$ cat src/rtl/trap_entry_seq.sv
module trap_entry_seq #(
  parameter int NWIN = 8,
  parameter int XLEN = 32,
  parameter int TTW  = 8,
  localparam int CWPW  = (NWIN > 1) ? $clog2(NWIN) : 1,
  localparam int BASEW = XLEN - TTW - 4
) (
  input  logic             clk,
  input  logic             rst_n,
  input  logic             trap_req,
  input  logic             trap_sync,
  input  logic [TTW-1:0]   trap_code,
  input  logic             reset_req,
  input  logic [XLEN-1:0]  cur_pc,
  input  logic [XLEN-1:0]  cur_npc,
  input  logic             cur_et,
  input  logic             cur_s,
  input  logic [CWPW-1:0]  cur_cwp,
  input  logic [3:0]       cur_pil,
  input  logic [BASEW-1:0] tbr_base,
  output logic             take_o,
  output logic             err_mode_o,
  output logic             ex_commit_o,
  output logic             nxt_et_o,
  output logic             nxt_ps_o,
  output logic [CWPW-1:0]  nxt_cwp_o,
  output logic [3:0]       nxt_pil_o,
  output logic [XLEN-1:0]  tbr_o,
  output logic [XLEN-1:0]  pc_o,
  output logic [XLEN-1:0]  npc_o,
  output logic [XLEN-1:0]  save0_o,
  output logic [XLEN-1:0]  save1_o
);

  logic err_q;
  assign err_mode_o = err_q;

  wire rst_acc  = reset_req;
  wire trap_acc = trap_req & cur_et & ~err_q & ~reset_req;
  wire err_set  = trap_req & trap_sync & ~cur_et & ~err_q & ~reset_req;
  wire accept   = rst_acc | trap_acc;
  wire keep_pair = rst_acc | trap_sync;

  wire [CWPW-1:0] cwp_dec = (cur_cwp == '0) ? CWPW'(NWIN - 1) : cur_cwp - 1'b1;
  wire [TTW-1:0]  tt_w    = rst_acc ? '0 : trap_code;
  wire [XLEN-1:0] tbr_w   = {tbr_base, tt_w, 4'b0000};

  always_ff @(posedge clk or negedge rst_n) begin
    if (!rst_n) begin
      take_o      <= 1'b0;
      err_q       <= 1'b0;
      ex_commit_o <= 1'b0;
      nxt_et_o    <= 1'b0;
      nxt_ps_o    <= 1'b0;
      nxt_cwp_o   <= '0;
      nxt_pil_o   <= '0;
      tbr_o       <= '0;
      pc_o        <= '0;
      npc_o       <= '0;
      save0_o     <= '0;
      save1_o     <= '0;
    end else begin
      take_o <= accept;
      if (rst_acc)      err_q <= 1'b0;
      else if (err_set) err_q <= 1'b1;
      if (accept) begin
        ex_commit_o <= ~keep_pair;
        nxt_et_o    <= 1'b0;
        nxt_ps_o    <= cur_s;
        nxt_cwp_o   <= cwp_dec;
        nxt_pil_o   <= cur_pil;
        tbr_o       <= tbr_w;
        pc_o        <= rst_acc ? '0 : tbr_w;
        npc_o       <= rst_acc ? XLEN'(4) : tbr_w + XLEN'(4);
        save0_o     <= keep_pair ? cur_pc  : cur_npc;
        save1_o     <= keep_pair ? cur_npc : cur_npc + XLEN'(4);
      end
    end
  end


  ps_copy_chk: assert property (@(posedge clk) disable iff (!rst_n)
    take_o |-> (nxt_ps_o == $past(cur_s)) && !nxt_et_o);


  cwp_rot_chk: assert property (@(posedge clk) disable iff (!rst_n)
    take_o |-> nxt_cwp_o == (($past(cur_cwp) == '0) ? CWPW'(NWIN - 1) : $past(cur_cwp) - 1'b1));


  vec_pair_chk: assert property (@(posedge clk) disable iff (!rst_n)
    take_o |-> npc_o == pc_o + XLEN'(4));


  async_ignore_chk: assert property (@(posedge clk) disable iff (!rst_n)
    (trap_req && !trap_sync && !cur_et && !reset_req) |=> !take_o);


  err_no_vec_chk: assert property (@(posedge clk) disable iff (!rst_n)
    $rose(err_mode_o) |-> !take_o);


  err_hold_chk: assert property (@(posedge clk) disable iff (!rst_n)
    (err_mode_o && !reset_req) |=> err_mode_o && !take_o);


  pil_keep_chk: assert property (@(posedge clk) disable iff (!rst_n)
    take_o |-> nxt_pil_o == $past(cur_pil));


  reset_prio_chk: assert property (@(posedge clk) disable iff (!rst_n)
    reset_req |=> take_o && pc_o == '0 && !err_mode_o && !ex_commit_o);


  hold_chk: assert property (@(posedge clk) disable iff (!rst_n)
    !take_o |-> $stable(pc_o) && $stable(save0_o) && $stable(tbr_o));

endmodule

$ cat config.mk
export PLATFORM = sky130hd
export DESIGN_NAME = trap_entry_seq
export DESIGN_NICKNAME = d
export VERILOG_FILES = /design/src/rtl/trap_entry_seq.sv
export SDC_FILE = /design/constraint.sdc
export NUM_CORES = 1
export LEC_CHECK = 0
export CAP_MARGIN = 20
export CORE_ASPECT_RATIO = 0.7
export CORE_MARGIN = 8
export CORE_UTILIZATION = 40
export DETAILED_ROUTE_END_ITERATION = 16
export HOLD_SLACK_MARGIN = 0.06
export MAX_ROUTING_LAYER = met4
export PLACE_DENSITY = 0.78
export SLEW_MARGIN = 40
export SYNTH_ARGS = -nofsm -noshare
export SYNTH_HDL_FRONTEND = slang
export SYNTH_SLANG_ARGS = --single-unit
$ cat constraint.sdc
create_clock -name clk -period 3.6 [get_ports clk]
set_input_delay 1.08 -clock clk [delete_from_list [all_inputs] [get_ports clk]]
set_output_delay 1.08 -clock clk [all_outputs]
set_load 0.02 [all_outputs]
* Word level (Yosys, flattened, before mapping) *
Index checks and enable logic that the tools add are counted.

word-level totals
  register bits after elaboration = 167
  input bits = 106
  output and inout bits = 172

cells by class
  $add $sub $neg = 3
  multiplexer cells = 8
  bitwise operators = 13
  reduce and logical (&&, ||, !) cells = 2

operators by type and width
  cell                                                                 number
  32-bit 2-to-1 mux                                                    4
  32-bit by 3-bit adder with 32-bit output (second input constant)     2
  8-bit 2-to-1 mux                                                     1
  1-bit AND                                                            7
  1-bit NOT                                                            4
  3-bit zero test                                                      1
  3-bit 2-to-1 mux                                                     1
  3-bit by 1-bit subtractor with 3-bit output (second input constant)  1
  1-bit 2-to-1 mux                                                     2
  1-bit bitwise OR                                                     2
  2-bit nonzero test                                                   1

* Logic depth before layout (Yosys ltp) *
  depth after elaboration = 6
  depth in mapped cells = 7

* Worst setup path before layout *
No wires, ideal clock.

  kind = input to register
  from = in reset_req
  to = reg save1_o[27]
  library setup time = 0.082 ns
  arrival time = 2.507 ns
  data required time = 3.518 ns
  path slack = 1.011 ns
  stages on the path = 6
  buffers on the path = 2
  cell sequence = buf_6 or3b_1 buf_2 nand4b_4 or4_1 a31oi_1

on the way
  word-level cells in the longest chain between the ends = 3
  elaborated cells on any way between the ends = 5
  those cells by class = mux (1); bitwise (4)

ends and longest elaborated chain
  item                  line  source
  from (decl)           13    input logic reset_req,
  1-bit NOT             39    wire trap_acc = trap_req & cur_et & ~err_q & ~reset_req;
  1-bit AND             39
  1-bit bitwise OR      41    wire accept = rst_acc | trap_acc;
  to (signal assigned)  76    save1_o <= keep_pair ? cur_npc : cur_npc + XLEN'(4);
  to (decl)             32    output logic [XLEN-1:0] save1_o

Several ways; a longest one is shown, not always the timed one.
A chain may end at the register's enable or synchronous reset.

* Final worst setup path *
  from = in cur_npc[10]
  to = reg save1_o[28]

on the way
  word-level cells in the longest chain between the ends = 2

ends and longest elaborated chain
  item                                      line  source
  from (decl)                               15    input logic [XLEN-1:0] cur_npc,
  32-bit by 3-bit adder with 32-bit output  76
  32-bit 2-to-1 mux                         76

Every way passes these cells.

==> flow_metrics.tcl <==
set metrics [dict create \
    routabilityCongestion 0.8024 \
    routed_via_density 4.981 \
    final_count_of_negative_setup_slack_endpoints 0 \
    floorplan.rows 37 \
    ys_async_sr_fraction 1.000 \
    worst_hold_path_type "register to register" \
    final_cell_count_no_fill 1084 \
    synthesis.yosys.warnings 0 \
    post_synth_inst_count 654 \
    die_h_um 118.1 \
    endpoint_kind "register" \
    hold_start "save1_o[0]$_DFFE_PN0P_" \
    report.final.hold_viol_count 0 \
    timing_limited_maximum_frequency_mhz 331.8 \
    design.core.area_um2 14630 \
    ys_dominant_reg_cell "sky130_fd_sc_hd__dfrtp_1" \
    cp_slowest_cell "sky130_fd_sc_hd__clkdlybuf4s50_1" \
    die_area_um2 19130 \
    via_count 5399 \
    clk_root_buffer_cell "sky130_fd_sc_hd__clkbuf_16" \
    max_slew_margin 0.5897 \
    tritoncts_num_sinks 124 \
    regToRegEndpoint "save0_o[5]$_DFFE_PN0P_" \
    clock-skew-final_ps 6.705 \
    final-max-slew-violation-count 0 \
    placement.io_buffers 265 \
    postcts_setup_bufs 0 \
    grt_use_total 0.2069 \
    post-route-min-period_ps 3014 \
    timing.hold.worst_endpoint "save1_o[0]$_DFFE_PN0P_" \
    clk_transition_reported_paths_ps 60 \
    peakVddDrop_v 0.0002967 \
    grt_start_max_net_pins 55 \
    power.density_cell_area_nw_per_um2 469.2 \
    max_cap_violations 0 \
    totalPowerFinal_mw 4.285 \
    drt-total-wl_um 19600 \
    cts_buffer_depth 2 \
    rsz0062_at_grt "false" \
    detail_route.wl_per_cell_um 18.08 \
    cts_inserted_buffers 17 \
    synthesis.area_um2 5961 \
    dp_worst_setup_slack_ps 198.8 \
    power_leakage_nw 3.833 \
    result_of_the_run "complete, no violations" \
    finalHoldWorstSlack_ps 464.4 \
    first_pass_iters 5 \
    synth-edff-count 0 \
    netlist.area_leader.share 0.5206 \
    crit_path_start_kind "primary input" \
    fin_tns_setup_ps 0 \
    critical_path_required_ps 3920 \
    area.growth.synth_to_final_pct 53.21 \
    synth_cell_types 37 \
    cp_slowest_stage_delay_ps 630 \
    reg2regPathDepth 4 \
    drive_gt1_frac 0.05743 \
    final_net_count 984 \
    crit_path_buffers_inverters 1 \
    r2r_start "err_mode_o$_DFFE_PN0P_" \
    grt_antenna_before_repair 1 \
    critical_path_class "primary input to register" \
    cts_max_level 4 \
    worstSkewPairLatency_ps 410 \
    post-route-period-util 0.8371 \
    grt_pass1_vias 5483 \
    critPathMaxFanout 12 \
    io-pin-count 278 \
    synth.area.top_cells "sky130_fd_sc_hd__dfrtp_1 52%, sky130_fd_sc_hd__nand2_1 12%, sky130_fd_sc_hd__buf_4 6.0%" \
    share_of_the_core_filled_with_cells_in_the_final_layout 0.6243 \
    cts_hold_buffers 0 \
    dp_hpwl_um 14930 \
    rrSetupSlack_ps 1990 \
    cts_tree "built" \
    worstPathArrival_ps 3330 \
    drcViolationCount 0 \
    drtIter0Drc 358 \
    antenna_violating_nets_post_route 0 \
    path_cells "clkdlybuf4s50_1 -> and4_1 -> nand4_1 -> or4_1 -> a31oi_1" \
    die_width_um 161.9 \
    setup_ws_ps 586.3 \
    worst_path_dominant_cell_family "simple AND/OR/NAND/NOR gates" \
    initial_utilization 0.4075 \
    seq_area_frac_synth 0.5206 \
    globalRouteOverflowTotal 0 \
    cts_resized 0 \
    syn_avg_cell_area_um2 9.114 \
    yosysTopAreaCell "sky130_fd_sc_hd__dfrtp_1" \
    worst_hold_path.num_cells 2 \
    dp.cells 1051 \
    timing_worst_slew_pin_value_ps 613.6 \
    placedInstanceArea_um2 8527 \
    synth_seq_cells 124 \
    design_area_um2 9133 \
    first_pass_grt_wire_length_um 30680 \
]
cells by family after synthesis:
group | Yosys count | share of synthesized area
adders and majority gates | 3 | 0.006298
xor gates and xnor gates | 10 | 0.01469
AOI/OAI and AO/OA | 114 | 0.1075
muxes | 32 | 0.05374
DFF | 124 | 0.5206
other | 1 | 0.0006291
buffers and inverters | 98 | 0.09467
and+or+nand+nor | 272 | 0.2019
flip-flops by register name, summed over array words and instances (netlist names):
signal and flops:
nxt_ps_o 1, save1_o 32, nxt_pil_o 4, tbr_o 28
take_o 1, ex_commit_o 1, npc_o 2, pc_o 19
save0_o 32, nxt_cwp_o 3, err_mode_o 1
Yosys cell counts (all sizes together) (2+ instances only):
master	instances
clkbuf	29
o21ai	47
and4	4
a211o	2
buf	59
ha	3
and3	3
nand4	8
a31oi	19
xnor2	5
nor3	2
inv	10
nand3	9
or4	14
nand2	194
mux2i	32
nor2	26
or3	4
dfrtp	124
o31ai	13
a21oi	31
xor2	5
layout by cell type, fill, tap and decap left out, types with 3 or more instances in the layout:
| cell type | synthesis | final |
|---|---|---|
| sky130_fd_sc_hd__clkdlybuf4s50_1 | 0 | 264 |
| sky130_fd_sc_hd__bufinv_16 | 0 | 3 |
| sky130_fd_sc_hd__or4_1 | 14 | 14 |
| sky130_fd_sc_hd__buf_4 | 48 | 12 |
| sky130_fd_sc_hd__buf_12 | 0 | 3 |
| sky130_fd_sc_hd__o31ai_1 | 13 | 13 |
| sky130_fd_sc_hd__mux2i_1 | 32 | 32 |
| sky130_fd_sc_hd__ha_1 | 3 | 3 |
| sky130_fd_sc_hd__or3_1 | 4 | 4 |
| sky130_fd_sc_hd__xor2_1 | 5 | 5 |
| sky130_fd_sc_hd__clkinv_2 | 0 | 4 |
| sky130_fd_sc_hd__nand2_1 | 194 | 194 |
| sky130_fd_sc_hd__a31oi_1 | 19 | 19 |
| sky130_fd_sc_hd__clkbuf_16 | 0 | 17 |
| sky130_fd_sc_hd__inv_1 | 9 | 9 |
| sky130_fd_sc_hd__and3_1 | 3 | 3 |
| sky130_fd_sc_hd__xnor2_1 | 5 | 5 |
| sky130_fd_sc_hd__nand4_1 | 8 | 8 |
| sky130_fd_sc_hd__nor2_1 | 26 | 24 |
| sky130_fd_sc_hd__conb_1 | 1 | 12 |
| sky130_fd_sc_hd__and4_1 | 4 | 4 |
| sky130_fd_sc_hd__dfrtp_1 | 124 | 124 |
| sky130_fd_sc_hd__nand3_1 | 9 | 9 |
| sky130_fd_sc_hd__a21oi_1 | 31 | 31 |
| sky130_fd_sc_hd__o21ai_0 | 47 | 47 |
routing by layer:
metal | routed length (µm) | GRT usage | up-vias
met2 | 9201 | 0.3180 | 205
met1 | 8712 | 0.2640 | 2588
met3 | 1521 | 0.06380 | 13
met5 | 0 | - | -
li1 | - | - | 2593
met4 | 164 | 0.04671 | 0
final cells by class:
class / count / area, µm²
fillers: 1282 / 5497
flip-flops and latches: 124 / 3103
repair buffers: 279 / 2793
multi-input cells: 443 / 2350
clock buffers: 21 / 460.4
well taps: 195 / 244.0
clock inverters: 11 / 142.6
inverters: 10 / 37.54
diodes: 1 / 2.502
power by group:
part	switching (mW)	internal [mW]
Clock	0.613	1.12
Sequential	0.0746	1.52
Combinational	0.508	0.443
Total	1.20	3.09
worst max path at each step:
| stage | from | endpoint | cells after the start |
|---|---|---|---|
| detailed placement | cur_npc[10] | save1_o[28]$_DFFE_PN0P_ | 5 |
| floorplan | reset_req | save1_o[27]$_DFFE_PN0P_ | 6 |
| finish | cur_npc[10] | save1_o[28]$_DFFE_PN0P_ | 5 |
| CTS | cur_npc[10] | save1_o[28]$_DFFE_PN0P_ | 5 |
| global placement | cur_npc[10] | save1_o[30]$_DFFE_PN0P_ | 5 |
| global route | cur_npc[10] | save1_o[28]$_DFFE_PN0P_ | 5 |
worst reg2reg max path: cells and delay by family (launching register included):
kind,cells,cell delay [ps]
buf+inv,1,420
compound gates,1,200
simple gates,2,470
flops,1,370
Note: power is estimated with default switching activity, not from simulation.
